<file path="config.mk">
export PLATFORM = sky130hd
export DESIGN_NAME = sio_reg_front
export DESIGN_NICKNAME = d
export VERILOG_FILES = /design/src/rtl/sio_pkg.sv /design/src/rtl/sio_plain_regs.sv /design/src/rtl/sio_stat_irq.sv /design/src/rtl/sio_reg_front.sv
export SDC_FILE = /design/constraint.sdc
export NUM_CORES = 1
export LEC_CHECK = 0
export BUFFER_PORTS_ARGS = -buffer_cell sky130_fd_sc_hd__buf_2
export CAP_MARGIN = 20
export CORE_AREA = 4 4 159 161
export CTS_CLUSTER_DIAMETER = 80
export DETAILED_ROUTE_END_ITERATION = 8
export DIE_AREA = 0 0 163 165
export HOLD_SLACK_MARGIN = 0.08
export PLACE_DENSITY = 0.63
export SLEW_MARGIN = 0
export SYNTH_ARGS = -nofsm -noshare
export SYNTH_HDL_FRONTEND = slang
export SYNTH_SLANG_ARGS = --single-unit
</file>
<file path="constraint.sdc">
create_clock -name clk -period 2.1 [get_ports clk]
set_input_delay 0.105 -clock clk [delete_from_list [all_inputs] [get_ports clk]]
set_output_delay 0.105 -clock clk [all_outputs]
set_load 0.05 [all_outputs]
</file>
<file path="src/rtl/sio_pkg.sv">
// Package: shared register map and bit positions for the serial register
// front end. Assumes word-aligned 32-bit registers inside a 1 KiB window.
package sio_pkg;
    localparam int ADDR_W     = 10;
    localparam int DATA_W     = 32;
    localparam int BYTE_W     = 8;
    localparam int IDX_W      = ADDR_W - 2;

    // word indices inside the window
    localparam int IDX_STAT   = 0;
    localparam int IDX_DATA   = 1;
    localparam int IDX_DIV    = 2;
    localparam int IDX_CTL1   = 3;
    localparam int IDX_GUARD  = 6;
    localparam int N_PLAIN    = IDX_GUARD - IDX_DIV + 1;

    // status bits
    localparam int ST_FULL    = 5;
    localparam int ST_DONE    = 6;
    localparam int ST_EMPTY   = 7;
    // control 1 bits
    localparam int C1_RXEN    = 2;
    localparam int C1_RXIE    = 5;
    localparam int C1_PORTEN  = 13;

    localparam logic [DATA_W-1:0] STAT_RESET  = 32'h0000_00C0;
    localparam logic [DATA_W-1:0] STAT_SMALL  = 32'h0000_03FF;
    localparam logic [DATA_W-1:0] TX_LIMIT    = 32'h0000_F000;
    localparam logic [DATA_W-1:0] DATA_MASK   = 32'h0000_03FF;
endpackage

</file>
<file path="src/rtl/sio_plain_regs.sv">
// Module: bank of plain storage words (divisor, control 1-3, guard time).
// Assumes one write strobe per word; words have no side effects.
module sio_plain_regs
    import sio_pkg::*;
#(
    parameter int N = N_PLAIN,
    parameter int W = DATA_W
) (
    input  logic              clk,
    input  logic              rst_n,
    input  logic [N-1:0]      wr_sel,
    input  logic [W-1:0]      wdata,
    output logic [N-1:0][W-1:0] words_q
);
    for (genvar k = 0; k < N; k++) begin : g_word
        // store one word on its select, clear on reset
        always_ff @(posedge clk) begin
            if (!rst_n) begin
                words_q[k] <= '0;
            end else if (wr_sel[k]) begin
                words_q[k] <= wdata;
            end
        end

        p_word_holds_r11: assert property (@(posedge clk) disable iff (!rst_n)
            !wr_sel[k] |=> $stable(words_q[k]));
    end
endmodule

</file>
<file path="src/rtl/sio_stat_irq.sv">
// Module: status word, receive holder and interrupt level.
// Assumes at most one bus access per cycle. Bus effects apply first,
// then a receive byte taken in the same cycle is applied on top.
module sio_stat_irq
    import sio_pkg::*;
(
    input  logic              clk,
    input  logic              rst_n,
    input  logic              stat_wr,
    input  logic              data_rd,
    input  logic              ctl1_wr,
    input  logic              tx_fire,
    input  logic [DATA_W-1:0] wdata,
    input  logic              port_en,
    input  logic              rx_en,
    input  logic              rx_ie,
    input  logic              rx_valid,
    input  logic [BYTE_W-1:0] rx_data,
    output logic              rx_ready,
    output logic [DATA_W-1:0] stat_q,
    output logic [BYTE_W-1:0] hold_q,
    output logic              irq
);
    logic [DATA_W-1:0] stat_bus, stat_n;
    logic [BYTE_W-1:0] hold_n;
    logic              irq_bus, irq_n, take, store;

    assign rx_ready = !stat_q[ST_FULL];
    assign take     = rx_valid && rx_ready;
    assign store    = take && port_en && rx_en;

    // bus-side effects on status and interrupt
    always_comb begin
        stat_bus = stat_q;
        irq_bus  = irq;
        if (stat_wr) begin
            if (wdata <= STAT_SMALL) begin
                stat_bus = wdata;
                stat_bus[ST_EMPTY] = 1'b1;
            end else begin
                stat_bus = stat_q & wdata;
            end
            if (!stat_bus[ST_FULL]) irq_bus = 1'b0;
        end
        if (tx_fire) stat_bus[ST_DONE] = 1'b1;
        if (data_rd) begin
            stat_bus[ST_FULL] = 1'b0;
            irq_bus = 1'b0;
        end
        if (ctl1_wr && wdata[C1_RXIE] && stat_bus[ST_FULL]) irq_bus = 1'b1;
    end

    // receive-side effects layered on top of bus effects
    always_comb begin
        stat_n = stat_bus;
        irq_n  = irq_bus;
        hold_n = hold_q;
        if (store) begin
            stat_n[ST_FULL] = 1'b1;
            hold_n = rx_data;
            if (rx_ie) irq_n = 1'b1;
        end
    end

    // state registers
    always_ff @(posedge clk) begin
        if (!rst_n) begin
            stat_q <= STAT_RESET;
            hold_q <= '0;
            irq    <= 1'b0;
        end else begin
            stat_q <= stat_n;
            hold_q <= hold_n;
            irq    <= irq_n;
        end
    end

    p_full_blocks_r2: assert property (@(posedge clk) disable iff (!rst_n)
        (rx_valid && !rx_ready) |=> $stable(hold_q));
    p_store_sets_full_r3: assert property (@(posedge clk) disable iff (!rst_n)
        store |=> (stat_q[ST_FULL] && hold_q == $past(rx_data)));
    p_drop_keeps_hold_r3: assert property (@(posedge clk) disable iff (!rst_n)
        (take && !(port_en && rx_en)) |=> $stable(hold_q));
    p_read_clears_r5: assert property (@(posedge clk) disable iff (!rst_n)
        (data_rd && !store) |=> (!stat_q[ST_FULL] && !irq));
    p_small_sets_empty_r6: assert property (@(posedge clk) disable iff (!rst_n)
        (stat_wr && wdata <= STAT_SMALL) |=> stat_q[ST_EMPTY]);
    p_irq_source_r13: assert property (@(posedge clk) disable iff (!rst_n)
        $rose(irq) |-> $past(store || ctl1_wr));
endmodule

</file>
<file path="src/rtl/sio_reg_front.sv">
// Module: top of the serial register front end. Decodes the bus window,
// muxes read data and drives the transmit strobe.
// Assumes bus_rd and bus_wr are never high in the same cycle.
module sio_reg_front
    import sio_pkg::*;
(
    input  logic              clk,
    input  logic              rst_n,
    input  logic [9:0]        bus_addr,
    input  logic              bus_rd,
    input  logic              bus_wr,
    input  logic [31:0]       bus_wdata,
    output logic [31:0]       bus_rdata,
    input  logic              rx_valid,
    input  logic [7:0]        rx_data,
    output logic              rx_ready,
    output logic              tx_valid,
    output logic [7:0]        tx_data,
    output logic              irq
);
    logic [IDX_W-1:0]             idx;
    logic                         aligned;
    logic [N_PLAIN-1:0]           plain_wr;
    logic [N_PLAIN-1:0][DATA_W-1:0] plain_q;
    logic [DATA_W-1:0]            stat_q, ctl1_q;
    logic [BYTE_W-1:0]            hold_q;
    logic                         stat_wr, data_rd, data_wr, ctl1_wr, tx_fire;

    assign idx     = bus_addr[ADDR_W-1:2];
    assign aligned = (bus_addr[1:0] == 2'b00);
    assign stat_wr = bus_wr && aligned && idx == IDX_STAT;
    assign data_wr = bus_wr && aligned && idx == IDX_DATA;
    assign data_rd = bus_rd && aligned && idx == IDX_DATA;
    assign ctl1_wr = bus_wr && aligned && idx == IDX_CTL1;
    assign tx_fire = data_wr && (bus_wdata < TX_LIMIT);
    assign ctl1_q  = plain_q[IDX_CTL1-IDX_DIV];

    for (genvar k = 0; k < N_PLAIN; k++) begin : g_sel
        assign plain_wr[k] = bus_wr && aligned && idx == IDX_W'(k + IDX_DIV);
    end

    sio_plain_regs #(.N(N_PLAIN), .W(DATA_W)) u_plain (
        .clk     (clk),
        .rst_n   (rst_n),
        .wr_sel  (plain_wr),
        .wdata   (bus_wdata),
        .words_q (plain_q)
    );

    sio_stat_irq u_stat (
        .clk      (clk),
        .rst_n    (rst_n),
        .stat_wr  (stat_wr),
        .data_rd  (data_rd),
        .ctl1_wr  (ctl1_wr),
        .tx_fire  (tx_fire),
        .wdata    (bus_wdata),
        .port_en  (ctl1_q[C1_PORTEN]),
        .rx_en    (ctl1_q[C1_RXEN]),
        .rx_ie    (ctl1_q[C1_RXIE]),
        .rx_valid (rx_valid),
        .rx_data  (rx_data),
        .rx_ready (rx_ready),
        .stat_q   (stat_q),
        .hold_q   (hold_q),
        .irq      (irq)
    );

    // read data mux, zero for unmapped or misaligned offsets
    always_comb begin
        bus_rdata = '0;
        if (bus_rd && aligned) begin
            if (idx == IDX_STAT) begin
                bus_rdata = stat_q;
            end else if (idx == IDX_DATA) begin
                bus_rdata = {{(DATA_W-BYTE_W){1'b0}}, hold_q} & DATA_MASK;
            end else if (idx >= IDX_W'(IDX_DIV) && idx <= IDX_W'(IDX_GUARD)) begin
                bus_rdata = plain_q[idx - IDX_W'(IDX_DIV)];
            end
        end
    end

    // transmit strobe, one cycle after an accepted data write
    always_ff @(posedge clk) begin
        if (!rst_n) begin
            tx_valid <= 1'b0;
            tx_data  <= '0;
        end else begin
            tx_valid <= tx_fire;
            if (tx_fire) tx_data <= bus_wdata[BYTE_W-1:0];
        end
    end

    p_tx_from_write_r9: assert property (@(posedge clk) disable iff (!rst_n)
        tx_valid |-> $past(bus_wr && aligned && idx == IDX_DATA && bus_wdata < TX_LIMIT));
    p_big_write_silent_r9: assert property (@(posedge clk) disable iff (!rst_n)
        (data_wr && bus_wdata >= TX_LIMIT) |=> !tx_valid);
    p_unmapped_read_zero_r12: assert property (@(posedge clk) disable iff (!rst_n)
        (bus_rd && !aligned) |-> bus_rdata == '0);
endmodule

</file>
==> metrics.txt <==
status=finished, final reports clean; Detailed Route WL=~30000 um; RSZ-0062 raised after global routing=no; routed via count=8350; worst setup path endpoint=bus_rdata[30]; Max Root-Sink Buffers=3; Yosys Warn Count=0; Starting Density=39.5%; postcts setup bufs=0; worst-margin pin slew=460 ps; post-synth top area share=44.4%; met1 global-route usage=30.9%; Clock transition at path regs=60 ps; share of cells above drive strength 1=between 15 and 20%; FF-to-FF path depth=3; die height=between 150 and 200 um; Reg-to-Reg End=u_stat.hold_q[4]; worst setup margin=98.5 ps; library cells used by synthesis=between 50 and 60; grt ovf=0; global-route met2 utilization=34.0%; Tcrit/Tclk final=roughly 95%; top-count cell post-synth=nand2_1; fmax=500 MHz; first-pass GRT wire length=roughly 46000 um; Pint=about 6700 uW; adder-cell area share of the yosys netlist=0.132%; maxcap violations=0; initial antenna violation count=2; Switching Share=a little under a quarter; WL per Instance=approximately 20 um; area grow syn2layout=23.5%; vias in the first global route=approximately 8000; complex-gate fraction of the synthesized area=between 10% and 20%; largest net degree at the start of global routing=84; fill cell count=about 2300; dpl ws=around 140 ps; Die ar.=around 27000 um^2; post-synthesis mux area share=between 10% and 20%; H-tree levels=1; detailed-route DRC error count=0; # setup viols final=0; nets=1209; clk sinks=between 200 and 250; Slew Limit Fails=0; Avg Inst Size Synth=between 9 and 10 um^2; Post-synth ARST share=0%; Final HPWL DP=between 15000 and 20000 um; CP startpoint kind=flop; EDFF count, synth=0; GP Congestion=between 0.8 and 0.9; worst reg2reg startpoint=u_plain.words_q[45]; met3 Use GR=between 3 and 4%; setup TNS=0 ps; post-synthesis simple-gate area fraction=around 16%; Tmin final=between 2000 and 2500 ps; Cell Pwr Density=748 nW/um^2; Vias/cell=around 5.6; Lkg Pwr=~0.0043 uW; Cell Area, Synth=between 9000 and 10000 um^2; Combinational Power Share=7.7%; Main synth FF type=dfxtp_1; Worst EP arrival=~1900 ps; DRT antenna net count=0; TritonCTS Buffers=24; CTS tree=yes; clock latency on the worst-skew pair=approximately 500 ps; busiest grt layer=met2; largest family of logic cells by synthesized area=compound AO/OA/AOI/OAI gates; post-synthesis xor/xnor area fraction=0%; Total GRT Usage=between 20% and 30%; non-filler cells, final=approximately 1500; CP required=approximately 2000 ps; power share of the clock group=a little under half; Top Ports=roughly 100; clk root buf=clkbuf_16; Synth area leaders=dfxtp_1 (44%), mux2i_1 (16%), nand2_1 (11%); final hold vios=0; post-synthesis sequential area ratio=between 40% and 50%; R2R Setup Slk=840 ps; Buffers on Ports=between 90 and 100; sequential share of power=45.5%; DP Cell Count=roughly 1400; normalized max-slew margin=~69%; Synth area leader=dfxtp_1; post-synth net total=approximately 1100; core area=about 24000 um^2; DRT Pass-1 Iters=5; Die W=about 160 um; CP startpoint=u_plain.words_q[62]; Cells after Synth=approximately 1000; Hold WC Path Type=input pin to flop; row cnt=57; VDD IR max=between 0.6 and 0.7 mV; Post-synth top cells=nand2_1 (283), dfxtp_1 (210), mux2i_1 (149); number of synthesized register bits=210; CP endpoint kind=primary output; clk_skew=~6.1 ps; Sw Pwr=just over 2000 uW; crit-path max FO=2; worst setup path class=flop to primary output; drt initial violations=slightly above 700
logic make-up (layout without fill, tap and decap cells):
kind of cell             after synthesis  after routing
AND/OR/NAND/NOR                      336            336
AO/OA/AOI/OAI                        225            225
flip-flops                           210            210
multiplexers                         158            158
buffers and inverters                 95            237
adder cells (fa/ha/maj)                1              1
other                                  0              1
worst min path at each step:
stage	from	endpoint	cells after the start
4_1_cts	rx_valid	u_stat.stat_q[5]	3
3_3_place_gp	rx_data[0]	u_stat.hold_q[0]	3
6_report	rx_valid	u_stat.stat_q[5]	3
3_5_place_dp	rx_data[1]	u_stat.hold_q[1]	3
5_1_grt	rx_valid	u_stat.stat_q[5]	3
2_1_floorplan	bus_wdata[0]	tx_data[0]	1
cell usage in the layout, fill, tap and decap left out, drive strengths merged, types with 4 or more instances in the layout:
master and count:
dlygate4sd3 41, nand2 283, dfxtp 210, nor4 6, clkbuf 34, a32o 30
nand3 9, a21oi 72, and4 4, nor2 5, o21ai 32, a2bb2oi 22
o221ai 8, inv 5, clkinv 4, nand4 4, a22o 17, buf 151
o221a 30, mux2i 149, mux2 8
layout make-up:
cell class | instances | area (um^2) | share of cell area, %
multi-input combinational | 720 | 4800 | 41.0
timing repair buffer | 192 | 1510 | 12.9
clock inverter | 6 | 80.1 | 0.684
tap | 324 | 405 | 3.46
inverter | 5 | 18.8 | 0.160
clock buffer | 34 | 679 | 5.81
sequential | 210 | 4200 | 35.9
antenna | 1 | 2.50 | 0.0214
per-layer routing:
layer / wire, um / part of all wire [%] / vias to the layer above
met5: 12 / 0.040 / -
met4: 761 / 2.5 / 2
met3: 2170 / 7.3 / 53
met2: 13400 / 45 / 336
met1: 13600 / 46 / 4027
li1: - / - / 3932
state kept, by name, summed over array words and instances (netlist names):
register and count:
u_stat.stat_q 32, tx_valid 1, tx_data 8, u_plain.words_q 160
u_stat.irq 1, u_stat.hold_q 8
per-stage QoR:
stage	cell area, um^2	utilization, %	hold slack, ps	total power [uW]
3_3_place_gp	10500	43.9	355	4680
2_1_floorplan	9480	-	231	4380
6_report	11700	48.8	206	8750
3_5_place_dp	10500	43.9	362	4680
4_1_cts	11700	48.8	176	8810
5_1_grt	11700	48.8	240	9000
power groups by stage:
stage	combinational, uW	sequential, uW	clock (uW)
2_1_floorplan	306	4070	0
3_3_place_gp	604	4070	0
3_5_place_dp	609	4070	0
4_1_cts	670	3990	4160
5_1_grt	717	3980	4300
6_report	677	3990	4090
critical path: stages (launching register included):
cell and delay (ps):
dfxtp_1 320, mux4_2 470, nand2_1 90, o31ai_1 80
a22o_1 270, buf_6 160
timing repair:
item                                    4_1_cts  5_1_grt
gates resized for setup                       0        3
endpoints found under the setup margin        0        1
endpoints found under the hold margin       209        0
hold buffers                                 41        0
(Power assumes the default switching activity.)
